==> src/rtl/wb_pkg.sv <==
package wb_pkg;

    typedef enum logic [3:0] {
        OP_GLB_P2W = 4'b0001,
        OP_STEP    = 4'b0010,
        OP_GLB_W2P = 4'b1000,
        OP_RD_WIP  = 4'b1001,
        OP_WR_WIP  = 4'b1010,
        OP_RD_PRE  = 4'b1011,
        OP_WR_PRE  = 4'b1100,
        OP_CP_P2W  = 4'b1101,
        OP_CP_W2P  = 4'b1110
    } wb_op_e;

    typedef struct packed {
        logic rd_wip;
        logic wr_wip;
        logic rd_pre;
        logic wr_pre;
        logic cp_p2w;
        logic cp_w2p;
        logic glb_p2w;
        logic glb_w2p;
        logic step;
        logic nv_start;
    } wb_ctl_t;

endpackage

==> src/rtl/wb_decode.sv <==
module wb_decode
    import wb_pkg::*;
#(
    parameter int unsigned PSEL_W = 2
) (
    input  logic              accept,
    input  logic [3:0]        op,
    input  logic [PSEL_W-1:0] pot,
    output wb_ctl_t           ctl
);
    logic pot_zero;
    assign pot_zero = (pot == '0);

    always_comb begin
        ctl = '0;
        if (accept) begin
            case (wb_op_e'(op))
                OP_RD_WIP:  ctl.rd_wip  = 1'b1;
                OP_WR_WIP:  ctl.wr_wip  = 1'b1;
                OP_RD_PRE:  ctl.rd_pre  = 1'b1;
                OP_WR_PRE:  ctl.wr_pre  = 1'b1;
                OP_CP_P2W:  ctl.cp_p2w  = 1'b1;
                OP_CP_W2P:  ctl.cp_w2p  = 1'b1;
                OP_GLB_P2W: ctl.glb_p2w = pot_zero;
                OP_GLB_W2P: ctl.glb_w2p = pot_zero;
                OP_STEP:    ctl.step    = 1'b1;
                default:    ctl         = '0;
            endcase
        end
        ctl.nv_start = ctl.wr_pre | ctl.cp_w2p | ctl.glb_w2p;
    end
endmodule

==> src/rtl/wb_nv_timer.sv <==
module wb_nv_timer #(
    parameter int unsigned CYC = 40
) (
    input  logic clk,
    input  logic rst_n,
    input  logic start,
    output logic busy
);
    localparam int unsigned CW = $clog2(CYC + 1);

    logic [CW-1:0] cnt_d, cnt_q;

    always_comb begin
        cnt_d = cnt_q;
        if (start) begin
            cnt_d = CW'(CYC);
        end else if (cnt_q != '0) begin
            cnt_d = cnt_q - 1'b1;
        end
    end

    always_ff @(posedge clk) begin
        if (!rst_n) begin
            cnt_q <= '0;
        end else begin
            cnt_q <= cnt_d;
        end
    end

    assign busy = (cnt_q != '0);
endmodule

==> src/rtl/wb_wiper_out.sv <==
module wb_wiper_out #(
    parameter int unsigned POTS       = 4,
    parameter int unsigned DW         = 8,
    parameter logic [7:0]  WIPER_INIT = 8'h80
) (
    input  logic                     clk,
    input  logic                     rst_n,
    input  logic [POTS-1:0][DW-1:0]  wcr,
    output logic [POTS-1:0][DW-1:0]  pos
);
    for (genvar p = 0; p < POTS; p++) begin : g_pot
        logic [DW-1:0] pos_d, pos_q;

        always_comb begin
            pos_d = wcr[p];
        end

        always_ff @(posedge clk) begin
            if (!rst_n) begin
                pos_q <= DW'(WIPER_INIT);
            end else begin
                pos_q <= pos_d;
            end
        end

        assign pos[p] = pos_q;
    end
endmodule

==> src/rtl/wiper_bank_top.sv <==
module wiper_bank_top
    import wb_pkg::*;
#(
    parameter int unsigned POTS        = 4,
    parameter int unsigned REGS        = 4,
    parameter int unsigned DW          = 8,
    parameter int unsigned NV_BUSY_CYC = 40,
    parameter logic [7:0]  WIPER_INIT  = 8'h80
) (
    input  logic                 clk,
    input  logic                 rst_n,
    input  logic                 cmd_valid,
    input  logic [3:0]           cmd_op,
    input  logic [1:0]           cmd_reg,
    input  logic [1:0]           cmd_pot,
    input  logic [7:0]           cmd_data,
    output logic [7:0]           rd_data,
    output logic                 rd_valid,
    output logic                 busy,
    output logic                 cmd_reject,
    output logic [POTS*DW-1:0]   wiper_out
);
    localparam int unsigned PSEL_W = $clog2(POTS);
    localparam int unsigned RSEL_W = $clog2(REGS);

    typedef struct packed {
        logic [POTS-1:0][DW-1:0]            wcr;
        logic [POTS-1:0][REGS-1:0][DW-1:0]  pre;
        logic [DW-1:0]                      rd_data;
        logic                               rd_valid;
        logic                               reject;
    } st_t;

    st_t     s_d, s_q;
    wb_ctl_t ctl;
    logic    accept;
    logic    nv_busy;

    logic [PSEL_W-1:0] psel;
    logic [RSEL_W-1:0] rsel;
    assign psel = PSEL_W'(cmd_pot);
    assign rsel = RSEL_W'(cmd_reg);

    assign accept = cmd_valid & ~nv_busy;

    wb_decode #(.PSEL_W(PSEL_W)) u_dec (
        .accept (accept),
        .op     (cmd_op),
        .pot    (psel),
        .ctl    (ctl)
    );

    wb_nv_timer #(.CYC(NV_BUSY_CYC)) u_nv (
        .clk    (clk),
        .rst_n  (rst_n),
        .start  (ctl.nv_start),
        .busy   (nv_busy)
    );

    always_comb begin
        s_d          = s_q;
        s_d.rd_valid = 1'b0;
        s_d.reject   = cmd_valid & nv_busy;

        if (ctl.rd_wip) begin
            s_d.rd_data  = s_q.wcr[psel];
            s_d.rd_valid = 1'b1;
        end
        if (ctl.rd_pre) begin
            s_d.rd_data  = s_q.pre[psel][rsel];
            s_d.rd_valid = 1'b1;
        end
        if (ctl.wr_wip) begin
            s_d.wcr[psel] = DW'(cmd_data);
        end
        if (ctl.wr_pre) begin
            s_d.pre[psel][rsel] = DW'(cmd_data);
        end
        if (ctl.cp_p2w) begin
            s_d.wcr[psel] = s_q.pre[psel][rsel];
        end
        if (ctl.cp_w2p) begin
            s_d.pre[psel][rsel] = s_q.wcr[psel];
        end
        for (int p = 0; p < POTS; p++) begin
            if (ctl.glb_p2w) begin
                s_d.wcr[p] = s_q.pre[p][rsel];
            end
            if (ctl.glb_w2p) begin
                s_d.pre[p][rsel] = s_q.wcr[p];
            end
        end
        if (ctl.step) begin
            if (cmd_data[0]) begin
                if (s_q.wcr[psel] != '1) begin
                    s_d.wcr[psel] = s_q.wcr[psel] + 1'b1;
                end
            end else begin
                if (s_q.wcr[psel] != '0) begin
                    s_d.wcr[psel] = s_q.wcr[psel] - 1'b1;
                end
            end
        end
    end

    always_ff @(posedge clk) begin
        if (!rst_n) begin
            s_q <= '0;
            for (int p = 0; p < POTS; p++) begin
                s_q.wcr[p] <= DW'(WIPER_INIT);
            end
        end else begin
            s_q <= s_d;
        end
    end

    logic [POTS-1:0][DW-1:0] pos;

    wb_wiper_out #(.POTS(POTS), .DW(DW), .WIPER_INIT(WIPER_INIT)) u_out (
        .clk    (clk),
        .rst_n  (rst_n),
        .wcr    (s_q.wcr),
        .pos    (pos)
    );

    assign wiper_out  = pos;
    assign rd_data    = 8'(s_q.rd_data);
    assign rd_valid   = s_q.rd_valid;
    assign cmd_reject = s_q.reject;
    assign busy       = nv_busy;
endmodule

==> config.mk <==
export PLATFORM = sky130hd
export DESIGN_NAME = wiper_bank_top
export DESIGN_NICKNAME = d
export VERILOG_FILES = /design/src/rtl/wb_pkg.sv /design/src/rtl/wb_decode.sv /design/src/rtl/wb_nv_timer.sv /design/src/rtl/wb_wiper_out.sv /design/src/rtl/wiper_bank_top.sv
export SDC_FILE = /design/constraint.sdc
export NUM_CORES = 1
export LEC_CHECK = 0
export BUFFER_PORTS_ARGS = -buffer_cell sky130_fd_sc_hd__buf_2
export CORE_ASPECT_RATIO = 0.8
export CORE_UTILIZATION = 44
export DETAILED_ROUTE_END_ITERATION = 12
export HOLD_SLACK_MARGIN = 0.02
export PLACE_DENSITY = 0.67
export SETUP_SLACK_MARGIN = 0.05
export SLEW_MARGIN = 25
export SYNTH_ARGS = -nofsm -noshare
export SYNTH_HDL_FRONTEND = slang
export SYNTH_SLANG_ARGS = --single-unit
==> constraint.sdc <==
create_clock -name clk -period 3.02 [get_ports clk]
set_input_delay 0.151 -clock clk [delete_from_list [all_inputs] [get_ports clk]]
set_output_delay 0.151 -clock clk [all_outputs]
set_load 0.01 [all_outputs]
==> impl_metrics.ini, run 1 <==
[route]
routed-via-count = 11907
viasPerCell = 6.62
firstDrtPassIters = 5
routed_wl_um = 47600
drc = 0
wl_per_cell_um = 26.4
drtIter0Drc = 1547
ant_nets = 0

[placed_design]
hpwl_um = 32700
io_buffers = 61
gp_congestion = 1.03

[worst_setup_path]
crit_family = simple AND/OR/NAND/NOR gates
start_kind = flip-flop
crit_chain = inv_1, ha_2, or4b_4, or4_1, or4_4, mux2_4, nor2_2
reg2regPathDepth = 7
cp.arrival_ps = 3310
cp-end-kind = flip-flop
ff2ff_setup_slack_ps = 180
reg2reg_from = u_nv.cnt_q[0]
critical_path_class = reg -> reg
r2r-end = s_q[146]
crit_buf_inv = 1
critPathLaunch = u_nv.cnt_q[0]
cpPeakStageDelay_ps = 730
worstPathMaxFanout = 7
cp.required_ps = 3480
critical-path-slowest-cell = or4_1

[floorplanning]
die_w_um = 189
ioPinCount = 62
initial_core_util_pct = 45.0
core-area_mm2 = 0.0274
die_h_um = 152
rows = 54
die_area_mm2 = 0.0288

[cells_and_area]
drive_above_1_share_pct = 31.4
area_delta_synth_final_pct = 15.6
final_util_pct = 52.1
layout_common_cells = 208 x dfxtp_1, 169 x nand2_1, 160 x mux2_2
fill_cells = 2575
nNetsFinal = 1442
layout_commonest_cell = dfxtp_1

[clocking]
clock_sinks = 208
tritoncts.num_buffers = 24
cts_tree = done
clockRootBuffer = clkbuf_16
cts_max_level = 1
clk_path_buf_depth = 3
clock_latency_ps = 530
clk_pin_slew_ps = 60
post_cts_buffers = 0

[pwr]
p_leak_uw = 0.00543
p_clk_share_pct = 45.3
p_comb_share_pct = 13.0
peakVddDrop_mv = 0.390
internal_power_uw = 4990
power_density_mw_per_mm2 = 482
power_uw = 6880
switchingPower_uw = 1890
p_seq_share_pct = 41.6
p_sw_share_pct = 27.5

[synthesis]
synth_nets = 1378
yosysWarnings = 0
synth.avg_cell_area_um2 = 9.13
yosysTopAreaCellShare_pct = 33.7
yosysSeqAreaShare_pct = 33.7
synth_cell_type_count = 73
synth_ff_type = dfxtp_1
synthCells = 1354
synth_top_area_cell = dfxtp_1
yosys_register_bits = 208
synth_edf_count = 0
synthArstFlopShare_pct = 0
synth_area_mm2 = 0.0124
synthTopCellsByArea = dfxtp_1 34%, mux2_2 15%, mux4_2 8.2%

[run]
drv_cap = 0

[global_route]
grt_util_all_layers_pct = 32.4
grt_pass1_wl_um = 71400
grt_pass1_vias = 11164
overflow = 0
grt_max_degree = 39
antenna_found_initial = 0

[hold_path]
min_path_cells = 3
hold_end = s_q[153]
hold_path.class = in -> reg
min_from = rst_n

[timing]
rsz0062_at_grt = no
fin_crit_ps = 2840
tns_ps = 0
relSlewSlack_pct = 29.5
finalCritPeriodShare_pct = 94.2
drv_slew = 0
fmax_mhz = 352
tightest_slew_ps = 1040
setup_viol = 0
finClkSkew_ps = 14.6
hold_violations = 0

[run_status]
status = complete, no violations
## worst max-delay path by stage
| stage | end | depth (start not counted) |
|---|---|---|
| final | s_q[146] | 7 |
| after global routing | s_q[165] | 7 |
| after CTS | s_q[155] | 9 |
| after detailed placement | s_q[155] | 9 |
| after global placement | s_q[155] | 9 |
| after floorplan | s_q[146] | 12 |
## synth_stat cells (5+ instances only)
cell,n
dfxtp_1,208
nand2_1,169
mux2_2,160
o22ai_1,135
o21ai_0,110
clkbuf_1,71
mux2i_1,64
nor2_1,53
mux4_2,45
inv_1,38
a21oi_1,27
buf_2,24
buf_1,18
nand3_1,18
nand4_1,15
buf_4,13
nor3_1,13
a22oi_1,11
nor4_1,11
nand2b_1,10
nor4_2,9
o211ai_1,8
a211oi_1,7
or3_1,7
a221oi_1,6
and2_1,6
o21a_1,6
xnor2_1,6
ha_1,5
nor2_2,5
nor2b_1,5
## area by class of cell
| type | count | area (um^2) | area share, % |
|---|---|---|---|
| timing repair buffer | 165 | 1140 | 7.99 |
| antenna | 1 | 2.50 | 0.0175 |
| clock inverter | 10 | 138 | 0.963 |
| tap | 364 | 455 | 3.19 |
| sequential | 208 | 4160 | 29.1 |
| inverter | 39 | 146 | 1.02 |
| multi-input combinational | 980 | 7550 | 52.8 |
| clock buffer | 32 | 692 | 4.84 |
## per-layer routing
metal / routed length [um] / GRT usage, %
met1: 19800 / 46.9
met3: 5930 / 7.21
met5: 0 / 0
met2: 20100 / 47.1
met4: 1660 / 11.1
## state kept, by name, summed over array words and instances, names as in the netlist
name and count:
s_q 160, u_out.g_pot.pos_q 32, rd_data 8, u_nv.cnt_q 6
cmd_reject 1, rd_valid 1
## through the flow
| stage | area, um^2 | hold slack [ps] | worst slack [ps] | std cells |
|---|---|---|---|---|
| global route | 14300 | 184 | 49.1 | 1798 |
| floorplan | 12400 | 455 | 237 | 1354 |
| CTS | 14300 | 134 | 140 | 1798 |
| finish | 14300 | 160 | 177 | 1799 |
| detailed placement | 13400 | 477 | 151 | 1754 |
| global placement | 13400 | 470 | 214 | 1754 |
## power by group through the flow
stage	registers [uW]	clock network, uW	logic [uW]
6_report	2860	3120	898
3_5_place_dp	2920	0	867
4_1_cts	2860	3150	872
3_3_place_gp	2920	0	861
2_1_floorplan	2900	0	599
5_1_grt	2870	3250	962
## what timing repair did
| action | in CTS | in global routing |
|---|---|---|
| hold endpoints to repair | 8 | 0 |
| hold buffers | 2 | 0 |
| endpoints found under the setup margin | 0 | 4 |
| gates resized for setup | 0 | 4 |
## cell families after synthesis
group                    after synthesis  share of synthesized area [%]
multiplexers                         270                           28.1
AND/OR/NAND/NOR                      355                           14.3
buffers and inverters                166                           5.74
AO/OA/AOI/OAI                        343                           17.1
adder cells (fa/ha/maj)                5                          0.506
XOR/XNOR                               7                          0.496
flip-flops                           208                           33.7
## worst reg2reg max path, stage by stage, from the launching register on
cell and delay, ps:
dfxtp_1 310, inv_1 100, ha_2 220, or4b_4 500, or4_1 730, or4_4 530
mux2_4 320, nor2_2 70
Note: power is estimated with default switching activity, not from simulation.
==> inputs of run 2 (changes only) <==
- RECOVER_POWER: default -> 100
==> run 2 against run 1 <==
  * Combinational power shrank 2.8%
  * Critical path type unchanged
  * Sequential cell count is the same
  * Utilization shrank 0.42 points
  * Die area is the same
  * Via count grew 0.46%
  * Maximum frequency shrank 1.7%
  * Wire length is essentially flat
  * Sequential share of layout area grew 0.24 points
  * Worst hold slack lost 15 ps
  * Final cell count is the same
  * Count of clock-buffer cells in the layout is the same
  * Global-route usage is the same
==> impl_metrics.ini, run 2 (synthesized netlist as in run 1, its figures left out) <==
[run_status]
status = complete, no violations

[placed_design]
gp_congestion = 1.03
dp_slack_ps = 151
io_buffers = 61
hpwl_um = 32700

[worst_setup_path]
worstPathMaxFanout = 6
critical-path-slowest-cell = dfxtp_1
cp.arrival_ps = 3330
critical_path_class = reg -> reg
cpPeakStageDelay_ps = 430
cp.required_ps = 3460
crit_chain = mux2i_1, mux2_2, inv_1, ha_1, nand3_1, clkbuf_1, o21ai_0, buf_4, nor2_1, a211o_1, a221oi_1
cp-end-kind = flip-flop
start_kind = flip-flop

[cells_and_area]
area_delta_synth_final_pct = 14.7
layout_common_cells = 208 x dfxtp_1, 169 x nand2_1, 160 x mux2_2
top_register = s_q
largest_reg_flops = 160
fill_cells = 2597
layout_commonest_cell = dfxtp_1
nNetsFinal = 1442
drive_above_1_share_pct = 27.8
final_util_pct = 51.7

[route]
ant_nets = 0
drtIter0Drc = 1461
wl_per_cell_um = 26.5
routed-via-count = 11962
routed_wl_um = 47600
firstDrtPassIters = 6
drc = 0
viasPerCell = 6.65

[pwr]
p_leak_uw = 0.00522
power_density_mw_per_mm2 = 484
peakVddDrop_mv = 0.395

[timing]
tightest_slew_ps = 1000
drv_slew = 0
tns_ps = 0
hold_violations = 0
setup_viol = 0
finClkSkew_ps = 11.7
fin_crit_ps = 2890
fmax_mhz = 346
rsz0062_at_grt = no
fin_ws_ps = 127
relSlewSlack_pct = 32.1
finalCritPeriodShare_pct = 95.8

[hold_path]
hold_path.class = in -> reg

[global_route]
antenna_found_initial = 0
grt_pass1_wl_um = 71400
overflow = 0
grt_max_degree = 39
grt_util_all_layers_pct = 32.4
grt_pass1_vias = 11164

[floorplanning]
ioPinCount = 62
rows = 54
initial_core_util_pct = 45.0
die_w_um = 189
core-area_mm2 = 0.0274
die_h_um = 152
die_area_mm2 = 0.0288

[run]
drv_cap = 0

[clocking]
clock_sinks = 208
clk_pin_slew_ps = 60
cts_max_level = 1
tritoncts.num_buffers = 24
clock_latency_ps = 540
clockRootBuffer = clkbuf_16
cts_tree = done
clk_path_buf_depth = 3
-- run 2: cell count changes in the layout (fill, tap and decap cells not counted), sizes merged --
cell | previous run | this run
buf | 163 | 107
clkbuf | 32 | 88
-- run 2: stage by stage --
step                      power, uW  hold slack [ps]  instances  area, um^2
final                          6860              145       1799       14200
after detailed placement       3790              477       1754       13400
after global placement         3780              470       1754       13400
after CTS                      6880              134       1798       14300
after floorplan                3500              455       1354       12400
after global routing           7050              184       1798       14200
-- run 2: routing by layer --
metal	GRT usage [%]	routed length [um]	vias up
li1	-	-	5175
met1	46.9	19800	5800
met2	47.1	20000	856
met3	7.21	6120	131
met4	11.1	1740	0
met5	0	0	-
-- run 2: where the power goes --
part	switching, uW	total (uW)	internal (uW)
clock	1260	3130	1860
sequential	62.7	2860	2800
combinational	572	873	301
total	1900	6860	4960
-- run 2: worst paths after layout --
path / from / end / slack [ps] / cells after the start
worst max-delay path: s_q[146] / s_q[139] / 130 / 11
worst min-delay path: rst_n / s_q[153] / 140 / 3
worst max register to register: s_q[146] / s_q[139] / 130 / 11
worst min register to register: rd_data[5] / rd_data[5] / 490 / 2
-- run 2: what timing repair did --
item,in CTS,in global routing
setup endpoints to repair,0,4
buffers inserted,0,0
endpoints found under the hold margin,8,0
hold buffers,2,0
gates resized for setup,0,4
-- run 2: final cells by class --
type / count / area [um^2] / area share [%]
multi-input combinational: 980 / 7530 / 53.1
sequential: 208 / 4160 / 29.4
timing repair buffer: 165 / 1050 / 7.38
clock buffer: 32 / 692 / 4.88
tap: 364 / 455 / 3.21
inverter: 39 / 146 / 1.03
clock inverter: 10 / 138 / 0.971
antenna: 1 / 2.50 / 0.0177
-- run 2: worst max-delay path: cells and delay by family, from the launching register on --
kind | cells | cell delay, ps
AO/OA/AOI/OAI | 3 | 870
adder cells (fa/ha/maj) | 1 | 260
buffers and inverters | 3 | 620
flip-flops | 1 | 430
multiplexers | 2 | 450
AND/OR/NAND/NOR | 2 | 190
